## src/rtl/bgc_pkg.sv

```systemverilog
package bgc_pkg;

  // core-side view of the external access port
  typedef struct packed {
    logic want;
    logic busy;
    logic done;
    logic two;
  } core_acc_t;

endpackage

```

## src/rtl/bgc_sync.sv

```systemverilog
module bgc_sync #(
  parameter int unsigned STAGES = 2
) (
  input  logic clk,
  input  logic d,
  output logic q
);
  localparam int unsigned N = (STAGES < 2) ? 2 : STAGES;

  logic [N-1:0] chain;

  // no reset: the request path must keep working while rst is high
  always_ff @(posedge clk) begin
    chain <= {chain[N-2:0], d};
  end

  assign q = chain[N-1];
endmodule

```

## src/rtl/bgc_grant_path.sv

```systemverilog
module bgc_grant_path
  import bgc_pkg::*;
(
  input  logic      clk,
  input  logic      rst,
  input  logic      req_s,
  input  core_acc_t acc,
  input  logic      pend_q,
  output logic      grant_d,
  output logic      grant_q,
  output logic      drv_en_q
);
  // the bus is free when nothing is on it or the access ends this cycle
  logic bus_free;
  assign bus_free = !acc.busy || acc.done;

  always_comb begin
    if (rst)          grant_d = req_s;            // access aborted by reset
    else if (grant_q) grant_d = req_s;            // hold until release
    else              grant_d = req_s && !pend_q && bus_free;
  end

  always_ff @(posedge clk) begin
    grant_q  <= grant_d;
    drv_en_q <= !grant_d;
  end

  // never hand over in the middle of an access
  p_defer_busy_r2: assert property (@(posedge clk) disable iff (rst)
    (!grant_q && acc.busy && !acc.done) |=> !grant_q);

  // release follows the synchronized request
  p_release_r6: assert property (@(posedge clk) disable iff (rst)
    (grant_q && !req_s) |=> (!grant_q && drv_en_q));

  // a waiting access wins over a new request
  p_pend_block_r8: assert property (@(posedge clk) disable iff (rst)
    (!grant_q && pend_q) |=> !grant_q);
endmodule

```

## src/rtl/bgc_stall_track.sv

```systemverilog
module bgc_stall_track
  import bgc_pkg::*;
(
  input  logic      clk,
  input  logic      rst,
  input  logic      go_mode,
  input  core_acc_t acc,
  input  logic      grant_d,
  input  logic      grant_q,
  output logic      pend_q,
  output logic      halt_q,
  output logic      hang_q
);
  logic pend_d;
  logic halt_d;

  always_comb begin
    if (pend_q)
      pend_d = !(acc.busy && !grant_q);           // clears once the access starts
    else
      pend_d = (grant_q && acc.want) ||
               (!grant_q && grant_d && acc.done && acc.two);
  end

  assign halt_d = grant_d && (!go_mode || pend_d);

  always_ff @(posedge clk) begin
    if (rst) begin
      pend_q <= 1'b0;
      halt_q <= 1'b0;
      hang_q <= 1'b0;
    end else begin
      pend_q <= pend_d;
      halt_q <= halt_d;
      hang_q <= pend_q;
    end
  end

  // pending only ever arises with the bus away
  p_pend_origin_r7: assert property (@(posedge clk) disable iff (rst)
    $rose(pend_q) |-> grant_q);

  // without go mode halt comes with grant
  p_halt_nogo_r4: assert property (@(posedge clk) disable iff (rst)
    ($rose(grant_q) && !$past(go_mode) && !$past(rst)) |-> halt_q);

  // in go mode halt while granted only for a waiting access
  p_halt_go_r5: assert property (@(posedge clk) disable iff (rst)
    ($rose(halt_q) && $past(go_mode) && $past(grant_q)) |-> pend_q);
endmodule

```

## src/rtl/bus_grant_ctrl.sv

```systemverilog
module bus_grant_ctrl
  import bgc_pkg::*;
#(
  parameter int unsigned SYNC_STAGES = 2
) (
  input  logic clk,
  input  logic rst,
  input  logic bus_req_i,
  input  logic go_mode_i,
  input  logic acc_want_i,
  input  logic acc_busy_i,
  input  logic acc_done_i,
  input  logic acc_two_i,
  output logic bus_grant_o,
  output logic drv_en_o,
  output logic core_halt_o,
  output logic grant_hang_o
);
  core_acc_t acc;
  logic      req_s;
  logic      grant_d;
  logic      grant_q;
  logic      drv_en_q;
  logic      pend_q;
  logic      halt_q;
  logic      hang_q;

  assign acc = '{want: acc_want_i, busy: acc_busy_i,
                 done: acc_done_i, two: acc_two_i};

  bgc_sync #(.STAGES(SYNC_STAGES)) u_sync (
    .clk (clk),
    .d   (bus_req_i),
    .q   (req_s)
  );

  bgc_grant_path u_grant (
    .clk      (clk),
    .rst      (rst),
    .req_s    (req_s),
    .acc      (acc),
    .pend_q   (pend_q),
    .grant_d  (grant_d),
    .grant_q  (grant_q),
    .drv_en_q (drv_en_q)
  );

  bgc_stall_track u_stall (
    .clk     (clk),
    .rst     (rst),
    .go_mode (go_mode_i),
    .acc     (acc),
    .grant_d (grant_d),
    .grant_q (grant_q),
    .pend_q  (pend_q),
    .halt_q  (halt_q),
    .hang_q  (hang_q)
  );

  assign bus_grant_o  = grant_q;
  assign drv_en_o     = drv_en_q;
  assign core_halt_o  = halt_q;
  assign grant_hang_o = hang_q;
endmodule

```

## config.mk

```make
export PLATFORM = sky130hd
export DESIGN_NAME = bus_grant_ctrl
export DESIGN_NICKNAME = d
export VERILOG_FILES = /design/src/rtl/bgc_pkg.sv /design/src/rtl/bgc_sync.sv /design/src/rtl/bgc_grant_path.sv /design/src/rtl/bgc_stall_track.sv /design/src/rtl/bus_grant_ctrl.sv
export SDC_FILE = /design/constraint.sdc
export NUM_CORES = 1
export LEC_CHECK = 0
export CAP_MARGIN = 20
export CORE_AREA = 4 4 41 43
export DETAILED_ROUTE_END_ITERATION = 16
export DIE_AREA = 0 0 45 47
export GPL_TIMING_DRIVEN = 0
export PLACE_DENSITY = 0.42
export SETUP_SLACK_MARGIN = 0.15
export SLEW_MARGIN = 20
export SYNTH_ARGS = -nofsm -noshare
export SYNTH_HDL_FRONTEND = slang
export SYNTH_SLANG_ARGS = --single-unit
```

## constraint.sdc

```tcl
create_clock -name clk -period 1.1 [get_ports clk]
set_clock_uncertainty 0.1 [all_clocks]
set_input_delay 0.275 -clock clk [delete_from_list [all_inputs] [get_ports clk]]
set_output_delay 0.275 -clock clk [all_outputs]
set_load 0.01 [all_outputs]
```

==> flow_summary.ini <==
[critical_path]
path_cells = buf_6
slowest_delay_ps = 380
r2r_slack_ps = 0
critPathCaptureType = output port
worst_ep_arrival_time_ps = 740
r2r-end = u_stall.halt_q$_SDFF_PP0_
cp_num_buf_inv = 1
critPathRequiredTime_ps = 720
path_delay_family = flip-flops
crit_fanout = 7
slowest_stage = dfxtp_4
worstSetupStartpointType = flop
critical_path_class = reg2out
r2r_cells = 4
reg2reg_from = u_stall.pend_q$_SDFF_PP0_

[layout]
fin_nets = 48
diodes = 0
seq_area_sq_um = 149
fill_cells = 157
synthToLayoutAreaGrowth_pct = 74.9
drive_above_1_share = 0.410
final_cells = 54
multi_input_area_sq_um = 126

[sta]
slew_viol_final = 0
tns_ps = -11.4
fmax_ghz = 0.900
fin_crit_sh = 1.01
setup_slack_ps = -11.4
tightestPinTransition_ps = 267
fin_crit_ps = 1110
hold_viol = 0
finalSetupViolCount = 1
slew_headroom = 0.819
rsz0062_at_grt = yes

[placed_design]
gp_congestion = 0.718
dp_cells = 48
hpwl_um = 409
port-buffer-count = 11

[outcome]
status = finished with violations
violations = setup timing

[floorplanning]
rows = 13
die_area_sq_um = 2120
die_w_um = 45
die_h_um = 47
ios = 12
start_util = 0.191
core_area_sq_um = 1300

[yosys]
synth_top_area_frac = 0.563
synth.avg_cell_area_sq_um = 11.3
netlist_area_sq_um = 249
ys_warn_count = 0
synth.area.top_cells = dfxtp_1, a311oi_1, nor2b_1, nor4bb_1, o311a_1
synthesis.nets = 30
synth_seq_cells = 7
synth-async-reset-ratio = 0
synth_edf_count = 0
synthFlopType = dfxtp_1
ys_types = 13
synth_top_area_cell = dfxtp_1
seq_area_frac_synth = 0.563
post-synth-top-count-cell = dfxtp_1
synthCells = 22
synth_common_cells = dfxtp_1, a311oi_1, inv_1, nor2b_1

[cts]
htree_num_levels = 1
clock_latency_ps = 250
cts-root-buf = clkbuf_4
clk_pin_slew_ps = 50
max-clock-path-buffers = 2
cts-buffers-inserted = 3
cts_tree = yes
cts_sinks = 7

[grt]
grt_use_total = 0.0721
grt_max_degree = 8
grt_overflow = 0
grt_antenna_before_repair = 0
grt_pass1_vias = 228
grt_pass1_wl_um = 986

[route]
dr.first_iter.drc_count = 6
finalWirelength_um = 635
drt_drc_violations_left = 0
wl_per_cell_um = 11.8
dr.pass1.iters = 4
routed_via_density = 4.37
num_vias = 236
ant_nets = 0

[power]
pwr_density_cell_nw_per_um2 = 1400
p_leak_nw = 0.184
ir_drop_mv = 0.563

[job]
maxCapViolations = 0

[min_path]
holdCritPathClass = reg2reg
whs_path_depth = 0
holdPathEnd = u_sync.chain[1]$_DFF_P_
hp-start = u_sync.chain[0]$_DFF_P_
-- power by group --
group          switching (mW)  total [mW]  internal, mW
Clock                  0.0936       0.232         0.138
Combinational          0.0362      0.0921        0.0559
Sequential             0.0154       0.286         0.271
-- cells in the final DEF, fill, tap and decap left out, drive strengths merged --
cell type / Yosys / layout
a211oi: 1 / 1
a21oi: 1 / 1
a311oi: 2 / 2
buf: 0 / 6
clkbuf: 0 / 4
clkdlybuf4s50: 0 / 1
dfxtp: 7 / 7
dlygate4sd2: 0 / 6
inv: 2 / 2
nand2b: 1 / 1
nand3b: 1 / 1
nand4b: 1 / 1
nor2b: 2 / 2
nor4bb: 1 / 1
o311a: 1 / 1
o31a: 1 / 1
o31ai: 1 / 1
-- how the worst max path moves through the flow --
stage                                   start                   endpoint  slack, ps  cells after the start
finish                u_grant.grant_q$_DFF_P_                bus_grant_o        -10                      1
global route        u_stall.pend_q$_SDFF_PP0_  u_stall.halt_q$_SDFF_PP0_        -40                      4
CTS                 u_stall.pend_q$_SDFF_PP0_  u_stall.halt_q$_SDFF_PP0_        -30                      3
detailed placement                 acc_busy_i  u_stall.halt_q$_SDFF_PP0_       -410                      4
global placement                   acc_busy_i  u_stall.halt_q$_SDFF_PP0_       -400                      4
floorplan           u_stall.pend_q$_SDFF_PP0_  u_stall.halt_q$_SDFF_PP0_        100                      3
-- sequential cells by signal (all words and copies together), names as in the netlist --
register	flops
u_stall.pend_q	1
u_stall.hang_q	1
u_grant.drv_en_q	1
u_stall.halt_q	1
u_grant.grant_q	1
u_sync.chain	2
-- final cells by class --
cell class                      count  area share
Inverter                            2      0.0172
Sequential cell                     7       0.342
Tap cell                           15      0.0431
Timing Repair Buffer               13       0.247
Multi-Input combinational cell     13       0.290
Clock buffer                        4      0.0603
-- worst reg2reg max path, stage by stage, from the launching register on --
cell	delay, ps
dfxtp_4	370
buf_6	100
nand2b_4	50
a311oi_2	230
o311a_1	180
-- what timing repair did --
action / 4_1_cts / 5_1_grt
pin swaps: 4 / 3
gates cloned: 0 / 0
setup endpoints to repair: 8 / 7
hold endpoints to repair: 0 / 0
setup buffers: 2 / 0
hold buffers: 0 / 0
gates resized for setup: 29 / 1
-- kinds of logic after synthesis --
kind of cell,after synthesis,share of synthesized area
compound gates,7,0.226
flops,7,0.563
buf+inv,2,0.0302
simple gates,6,0.181
-- metal layers --
layer	share of wire	routed length (um)	GRT usage	vias to the layer above
li1	-	-	-	119
met1	0.39	245	0.0664	108
met2	0.49	313	0.0989	9
met3	0.12	75	0.0805	0
met4	0	0	0.0351	0
met5	0	0	0	-
-- through the flow --
| step | power, mW | hold WS [ps] | util | instance area, sq um | setup WS [ps] |
|---|---|---|---|---|---|
| after global placement | 0.374 | 211 | 0.294 | 383 | -396 |
| final | 0.610 | 226 | 0.335 | 435 | -11.4 |
| after floorplan | 0.319 | 203 | - | 254 | 104 |
| after detailed placement | 0.373 | 214 | 0.294 | 383 | -405 |
| after CTS | 0.616 | 226 | 0.332 | 432 | -31.7 |
| after global routing | 0.639 | 234 | 0.335 | 435 | -42.5 |
(Power assumes the default switching activity.)
